--- src/rtl/periph_guard.sv ---
module periph_guard #(
  parameter int NUM_SLOTS   = 32,
  parameter int SLOT_W      = 6,
  parameter int NUM_MASTERS = 4,
  parameter int MST_W       = 2,
  parameter int CFG_AW      = 8,
  parameter int BASE_OFS    = 32'h20
) (
  input  logic                   clk,
  input  logic                   rst_n,
  input  logic                   cfg_we,
  input  logic [CFG_AW-1:0]      cfg_addr,
  input  logic [31:0]            cfg_wdata,
  output logic [31:0]            cfg_rdata,
  input  logic [NUM_MASTERS-1:0] mst_priv,
  input  logic                   req_valid,
  output logic                   req_ready,
  input  logic [SLOT_W-1:0]      req_slot,
  input  logic                   req_write,
  input  logic                   req_super,
  input  logic                   req_trusted,
  input  logic [MST_W-1:0]       req_master,
  output logic                   rsp_valid,
  input  logic                   rsp_ready,
  output logic                   rsp_err,
  output logic                   per_start,
  output logic [SLOT_W-1:0]      per_slot,
  output logic                   per_write
);
  localparam int NUM_GROUPS = (NUM_SLOTS + 7) / 8;
  localparam int IDX_W      = CFG_AW - 2;

  logic [NUM_SLOTS-1:0] sp_q, wp_q, tp_q;

  logic [CFG_AW-1:0] rel;
  logic [IDX_W-1:0]  cfg_idx;
  logic              cfg_hit;
  logic              cfg_unused;

  assign rel        = cfg_addr - BASE_OFS[CFG_AW-1:0];
  assign cfg_idx    = rel[CFG_AW-1:2];
  assign cfg_hit    = (cfg_addr >= BASE_OFS[CFG_AW-1:0]) && (rel[1:0] == 2'b00) &&
                      (cfg_idx < IDX_W'(NUM_GROUPS));
  assign cfg_unused = ^cfg_wdata;

  always_ff @(posedge clk or negedge rst_n) begin
    if (!rst_n) begin
      sp_q <= '1;
      wp_q <= '0;
      tp_q <= '0;
    end else if (cfg_we && cfg_hit) begin
      for (int s = 0; s < NUM_SLOTS; s++) begin
        if (cfg_idx == IDX_W'(s / 8)) begin
          sp_q[s] <= cfg_wdata[30 - 4 * (s % 8)];
          wp_q[s] <= cfg_wdata[29 - 4 * (s % 8)];
          tp_q[s] <= cfg_wdata[28 - 4 * (s % 8)];
        end
      end
    end
  end

  always_comb begin
    cfg_rdata = '0;
    if (cfg_hit) begin
      for (int s = 0; s < NUM_SLOTS; s++) begin
        if (cfg_idx == IDX_W'(s / 8)) begin
          cfg_rdata[30 - 4 * (s % 8)] = sp_q[s];
          cfg_rdata[29 - 4 * (s % 8)] = wp_q[s];
          cfg_rdata[28 - 4 * (s % 8)] = tp_q[s];
        end
      end
    end
  end

  logic sp_sel, wp_sel, tp_sel, priv_sel, in_range, grant, accept;

  always_comb begin
    sp_sel = 1'b0;
    wp_sel = 1'b0;
    tp_sel = 1'b0;
    for (int s = 0; s < NUM_SLOTS; s++) begin
      if (req_slot == SLOT_W'(s)) begin
        sp_sel = sp_q[s];
        wp_sel = wp_q[s];
        tp_sel = tp_q[s];
      end
    end
    priv_sel = 1'b0;
    for (int m = 0; m < NUM_MASTERS; m++)
      if (req_master == MST_W'(m)) priv_sel = mst_priv[m];
  end

  assign in_range  = 32'(req_slot) < 32'(NUM_SLOTS);
  assign grant     = in_range &&
                     !(sp_sel && !(req_super && priv_sel)) &&
                     !(wp_sel && req_write) &&
                     !(tp_sel && !req_trusted);
  assign req_ready = !rsp_valid || rsp_ready;
  assign accept    = req_valid && req_ready;

  always_ff @(posedge clk or negedge rst_n) begin
    if (!rst_n) begin
      rsp_valid <= 1'b0;
      rsp_err   <= 1'b0;
      per_start <= 1'b0;
      per_slot  <= '0;
      per_write <= 1'b0;
    end else begin
      per_start <= accept && grant;
      if (accept) begin
        rsp_valid <= 1'b1;
        rsp_err   <= !grant;
        per_slot  <= req_slot;
        per_write <= req_write;
      end else if (rsp_ready) begin
        rsp_valid <= 1'b0;
      end
    end
  end


  reserved_zero_chk: assert property (@(posedge clk) disable iff (!rst_n)
    (cfg_rdata & 32'h8888_8888) == 32'h0);


  write_protect_chk: assert property (@(posedge clk) disable iff (!rst_n)
    accept && req_write && wp_sel |=> rsp_valid && rsp_err && !per_start);


  start_only_on_grant_chk: assert property (@(posedge clk) disable iff (!rst_n)
    per_start |-> rsp_valid && !rsp_err);


  out_of_range_chk: assert property (@(posedge clk) disable iff (!rst_n)
    accept && !in_range |=> rsp_valid && rsp_err);


  rsp_hold_chk: assert property (@(posedge clk) disable iff (!rst_n)
    rsp_valid && !rsp_ready |=> rsp_valid && $stable(rsp_err));


  stall_chk: assert property (@(posedge clk) disable iff (!rst_n)
    rsp_valid && !rsp_ready |-> !req_ready);
endmodule

--- config.mk ---
export PLATFORM = sky130hd
export DESIGN_NAME = periph_guard
export DESIGN_NICKNAME = d
export VERILOG_FILES = /design/src/rtl/periph_guard.sv
export SDC_FILE = /design/constraint.sdc
export NUM_CORES = 1
export LEC_CHECK = 0
export BUFFER_PORTS_ARGS = -buffer_cell sky130_fd_sc_hd__buf_2
export CAP_MARGIN = 20
export CORE_UTILIZATION = 40
export CTS_CLUSTER_SIZE = 8
export DETAILED_ROUTE_END_ITERATION = 8
export PLACE_DENSITY = 0.59
export SYNTH_ARGS = -nofsm -noshare
export SYNTH_HDL_FRONTEND = slang
export SYNTH_SLANG_ARGS = --single-unit
--- constraint.sdc ---
create_clock -name clk -period 2.3 [get_ports clk]
set_input_delay 0.345 -clock clk [delete_from_list [all_inputs] [get_ports clk]]
set_output_delay 0.345 -clock clk [all_outputs]
set_load 0.02 [all_outputs]
==> out/metrics.cfg, run 1 <==
[yosys]
synth_edf_count = 0
synth.most_common_cell = mux2_1
synth_area_leaders = dfrtp_1 30%, mux2_1 18%, dfstp_2 13%
synthTopCellsByCount = 101 x mux2_1, 74 x dfrtp_1, 49 x a211oi_1, 41 x mux2i_1, 32 x dfstp_2
synth_xor_area_share_pct = 0.140
async_reset_ff_share_pct = 100
muxShareOfSynthArea_pct = 28.6
yosys.area_share.adder_pct = 0.201
synth_compound_area_share_pct = 14.0
synth-simple-area-share_pct = 8.75
avgSynthCellArea_um2 = 11.6
yosys.area.top_type = dfrtp_1
synth_flop_cell = dfrtp_1
ys.warnings.count = 0
synth_top_family_by_area = multiplexers
ys_ff_latch = 106
synthCells = 540
synth_top_area_share_pct = 29.7
yosysSeqAreaShare_pct = 43.2
syn_area_mm2 = 0.00624
ys_types = 63

[critical_path]
critical_path_buf_inv_count = 4
slowest_stage = a211oi_4
cp_cell_sequence = buf_8 -> inv_4 -> ha_4 -> xor2_4 -> nor3_4 -> o311ai_4 -> buf_8 -> a211oi_4 -> buf_6
critPathTopFamily = buffers and inverters
crit-reg2reg-launch = wp_q[19]
cp_max_fo = 7
timing.rr.end = per_start
r2r_slack_ns = 0.37
cp-end-kind = primary output
ff2ff_path_depth = 6
worstSetupPathType = in2out
crit_top_cell = buf_8
cp_slowest_stage_delay_ns = 0.25
cp.arrival_ns = 1.92
required_ns = 1.96
crit_path_start_kind = primary input

[timing]
slew_violations = 0
max_freq_mhz = 442
finalHoldViolCount = 0
rsz0062_at_grt = yes
setup_viol = 0
relSlewSlack_pct = 59.3
fin_skew_ns = 0.00405
final.setup.tns_ns = 0
finalCritPeriodShare_pct = 98.3
worst_pin_slew_ns = 0.610
finalCriticalPeriod_ns = 2.26

[grt]
grt_antenna_before_repair = 0
grt_overflow_total = 0
grt_pass1_vias = 5072
grt_pass1_wl_um = 28500
grt_usage_pct = 23.3
grt_start_max_net_pins = 47

[place]
place.gp.congestion = 0.916
numPortBuffers = 86
placed_cell_area_mm2 = 0.00716
dp_hpwl_um = 13200

[drt]
antenna_left = 0
drt-initial-drc-count = 279
wire_per_inst_um = 21.8
dr_total_vias = 5003
wl_um = 18400
via_per_inst = 5.93
drc = 0
dr.pass1.iters = 6

[cells_and_area]
layout.nets = 713
area_growth_pct = 23.6
final_core_util_pct = 50.7
regArea_mm2 = 0.00269
multi_input_area_mm2 = 0.00342
design_area_mm2 = 0.00771
n_antenna_cell = 0
num-fill-cells = 1367
drive_gt1_share_pct = 36.3

[floorplanning]
die_w_um = 127
io_pins = 103
die_area_mm2 = 0.0161
initial_core_util_pct = 41.0
die_h_um = 127
rows = 45
coreArea_mm2 = 0.0152

[cts]
clock_sinks = 106
htree_num_levels = 3
clock_latency_ns = 0.36
cts_tree = built
cts.path.max_buffers = 2
cts_buffers = 9
cts-root-buf = clkbuf_16
path_clk_slew_ns = 0.07

[power_and_ir_drop]
peakVddDrop_mv = 0.342
power_density_mw_per_mm2 = 507
finalPower_mw = 3.91
p_leak_nw = 3.64

[job]
drv_cap = 0

[min_path]
hold_end = rsp_valid
min_path_cells = 2
hp-class = in2reg
worstHoldStart = req_valid

[run_status]
outcome = finished clean

[how the worst max path moves through the flow]
stage,depth (start not counted),from,slack [ns],endpoint
after detailed placement,8,req_slot[0],-0.18,per_start
final,9,cfg_addr[6],0.04,cfg_rdata[0]
after global placement,8,req_slot[0],-0.20,per_start
after floorplan,5,cfg_addr[2],0.01,cfg_rdata[16]
after global routing,9,cfg_addr[5],-0.04,cfg_rdata[0]
after CTS,9,cfg_addr[5],-0.04,cfg_rdata[30]
[cell type report]
| type | instances | share of cell area (%) |
|---|---|---|
| Multi-Input combinational cell | 376 | 44.3 |
| Sequential cell | 106 | 34.9 |
| Inverter | 10 | 0.552 |
| Tap cell | 188 | 3.05 |
| Clock inverter | 4 | 0.357 |
| Timing Repair Buffer | 149 | 13.6 |
| Clock buffer | 11 | 3.15 |
[cells in the final DEF, fill, tap and decap left out, types with 8 or more instances in the layout]
| cell | instances |
|---|---|
| mux2_1 | 101 |
| a211oi_1 | 29 |
| dfstp_2 | 32 |
| nor2b_1 | 24 |
| nand2_1 | 18 |
| mux2i_1 | 41 |
| clkbuf_16 | 10 |
| nor2_1 | 13 |
| conb_1 | 8 |
| dfrtp_1 | 74 |
| a21oi_1 | 12 |
| o21ai_0 | 16 |
| buf_4 | 60 |
| a211oi_2 | 18 |
| buf_2 | 75 |
[power breakdown]
part	total, mW	internal [mW]	switching (mW)
clock	1.45	0.759	0.696
sequential	1.92	1.90	0.0189
combinational	0.533	0.210	0.323
total	3.91	2.87	1.04
[cells by family after synthesis]
kind of cell,count (synthesis)
AND/OR/NAND/NOR,90
flip-flops,106
XOR/XNOR,1
multiplexers,156
buffers and inverters,65
AO/OA/AOI/OAI,120
adder cells (fa/ha/maj),1
other,1
[metal layers]
metal | GRT usage [%] | vias to the layer above | share of wire [%]
met5 | 0 | - | 0
met4 | 7.49 | 0 | 2.2
met3 | 4.22 | 34 | 4.9
met2 | 38.5 | 168 | 49
met1 | 31.1 | 2556 | 44
li1 | - | 2245 | -
[registers in the layout (all words and copies together) (netlist names)]
name	count
per_start	1
rsp_err	1
wp_q	32
rsp_valid	1
tp_q	32
per_slot	6
per_write	1
sp_q	32
[through the flow]
step	setup slack, ns	cells	hold WS [ns]
finish	0.0399	844	0.207
global route	-0.0426	844	0.219
global placement	-0.200	824	0.304
floorplan	0.0137	547	0.0494
detailed placement	-0.178	824	0.312
CTS	-0.0381	840	0.200
[timing repair]
item                                    4_1_cts  5_1_grt
gates resized for setup                       9       44
gates cloned                                  0        2
endpoints found under the hold margin        30        0
hold buffers                                  1        0
buffers inserted                              0        2
pin swaps                                     0        6
endpoints found under the setup margin       19       24
Power figures use the tool's default switching activity.
==> inputs of run 2 (changes only) <==
--- a/config.mk
+++ b/config.mk
@@ -10,7 +10,8 @@
 export CORE_UTILIZATION = 40
 export CTS_CLUSTER_SIZE = 8
 export DETAILED_ROUTE_END_ITERATION = 8
-export PLACE_DENSITY = 0.59
+export HOLD_SLACK_MARGIN = 0.1
+export PLACE_DENSITY = 0.61
 export SYNTH_ARGS = -nofsm -noshare
 export SYNTH_HDL_FRONTEND = slang
 export SYNTH_SLANG_ARGS = --single-unit
==> constraint.sdc (replaced) <==
create_clock -name clk -period 2.05 [get_ports clk]
set_input_delay 0.3075 -clock clk [delete_from_list [all_inputs] [get_ports clk]]
set_output_delay 0.3075 -clock clk [all_outputs]
set_load 0.02 [all_outputs]
==> run 2 against run 1 <==
The run now ends with setup timing left. Sequential share of layout area decreased by 1.5 points. Final cell count up 1.2%. Critical path depth is 1 higher. Largest power group unchanged. Clock skew rose by 0.0044 ns. First-iteration DRC count down 8.6%. Sequential power rose by 12%. Design area up 4.6%. Clock-buffer cell count did not move. Worst setup slack worse by 0.12 ns. Worst hold slack got worse by 0.037 ns.
==> out/metrics.cfg, run 2 (same netlist as run 1, synthesis figures left out) <==
[run_status]
outcome = finished with violations
violations = setup timing

[cts]
htree_num_levels = 3
cts_tree = built
clock_sinks = 106
cts-root-buf = clkbuf_16
cts.path.max_buffers = 2
clock_latency_ns = 0.36
path_clk_slew_ns = 0.08
cts_buffers = 9

[critical_path]
worstSetupPathType = in2out
required_ns = 1.74
crit_path_start_kind = primary input
cp-end-kind = primary output
cp_slowest_stage_delay_ns = 0.26
cp.arrival_ns = 1.82
slowest_stage = nor3_2
cp_max_fo = 6
cp_cell_sequence = buf_12 -> inv_12 -> ha_4 -> xor2_2 -> nor3_2 -> o311ai_4 -> buf_6 -> buf_16 -> a211oi_2 -> buf_4

[drt]
antenna_left = 0
wl_met2_um = 8870
wl_met3_um = 935
dr.pass1.iters = 5
top_layer = met4
wire_per_inst_um = 21.4
drt-initial-drc-count = 255
via_per_inst = 5.71
dr_total_vias = 4876
drc = 0
drt-met1-wl_um = 8140
wl_um = 18300

[grt]
grt_antenna_before_repair = 0
grt_usage_pct = 24.2
grt_overflow_total = 0
grt_pass1_wl_um = 29300
grt_start_max_net_pins = 41
grt_pass1_vias = 5175

[timing]
fin_skew_ns = 0.00848
whs_ns = 0.170
rsz0062_at_grt = yes
worst_slack_ns = -0.0819
finalHoldViolCount = 0
worst_pin_slew_ns = 0.581
finalCritPeriodShare_pct = 104
finalCriticalPeriod_ns = 2.13
setup_viol = 6
relSlewSlack_pct = 61.3
slew_violations = 0
max_freq_mhz = 469

[floorplanning]
rows = 45
die_h_um = 127
io_pins = 103
die_area_mm2 = 0.0161
die_w_um = 127
initial_core_util_pct = 41.0
coreArea_mm2 = 0.0152

[power_and_ir_drop]
peakVddDrop_mv = 0.406
power_density_mw_per_mm2 = 566
p_leak_nw = 3.73

[place]
place.gp.congestion = 0.883
numPortBuffers = 86
dp_hpwl_um = 13500
pre_cts_ws_ns = -0.427

[cells_and_area]
layout.nets = 722
final_common_cell = mux2_1
biggestRegsByFlops = sp_q x32, tp_q x32, wp_q x32
n_antenna_cell = 0
area_growth_pct = 29.3
layout_common_cells = 81 x mux2_1, 74 x dfrtp_1, 70 x buf_4
drive_gt1_share_pct = 41.3

[job]
drv_cap = 0

[min_path]
hp-class = in2reg

run 2: metrics by stage:
| step | instances | utilization (%) | instance area, um^2 | setup TNS [ns] | power [mW] |
|---|---|---|---|---|---|
| after floorplan | 547 | - | 6500 | -2.90 | 2.50 |
| after detailed placement | 834 | 49.3 | 7490 | -26.27 | 2.79 |
| after global placement | 834 | 49.3 | 7490 | -20.71 | 2.78 |
| after CTS | 856 | 53.2 | 8090 | -0.963 | 4.59 |
| final | 854 | 53.1 | 8070 | -0.347 | 4.56 |
| after global routing | 854 | 53.1 | 8070 | -3.47 | 4.73 |
run 2: final timing paths:
path,start,to,slack (ns),cells past startpoint
setup / recovery,cfg_addr[6],cfg_rdata[21],-0.08,10
hold / removal,req_valid,rsp_valid,0.17,2
setup reg to reg,wp_q[3],rsp_err,0.15,6
hold reg to reg,per_slot[1],per_slot[1],0.48,2
max in group asynchronous,rst_n,sp_q[19],0.88,3
min in group asynchronous,rst_n,wp_q[5],0.48,2
run 2: what timing repair did:
item                                   in CTS  in global routing
setup endpoints to repair                  30                 52
resized for setup                          65                  2
endpoints found under the hold margin      30                  0
cloned                                      2                  0
buffers inserted                            3                  0
hold buffers                                1                  0
pin swaps                                   7                  7
run 2: routing by layer:
metal	track usage (%)	vias to the layer above
met5	0	-
met4	8.82	0
met3	3.50	19
met2	39.5	144
met1	32.8	2462
li1	-	2251
run 2: final cells by class:
type                            count  area (um^2)
Clock inverter                      5         63.8
Timing Repair Buffer              158         1260
Fill cell                        1319         7140
Inverter                           10         55.1
Multi-Input combinational cell    376         3530
Tap cell                          188          235
Sequential cell                   106         2690
Clock buffer                       11          233
run 2: critical path: cells and delay by family:
kind / cells / cell delay (ns)
adders and majority gates: 1 / 0.14
AOI/OAI and AO/OA: 2 / 0.35
buffers and inverters: 5 / 0.61
xor gates and xnor gates: 1 / 0.15
and+or+nand+nor: 1 / 0.26
run 2: report_power, final:
group,total (mW),internal (mW),switching (mW),leakage (nW)
combinational,0.617,0.253,0.364,2.25
clock,1.79,0.961,0.833,0.146
sequential,2.15,2.13,0.0204,1.34
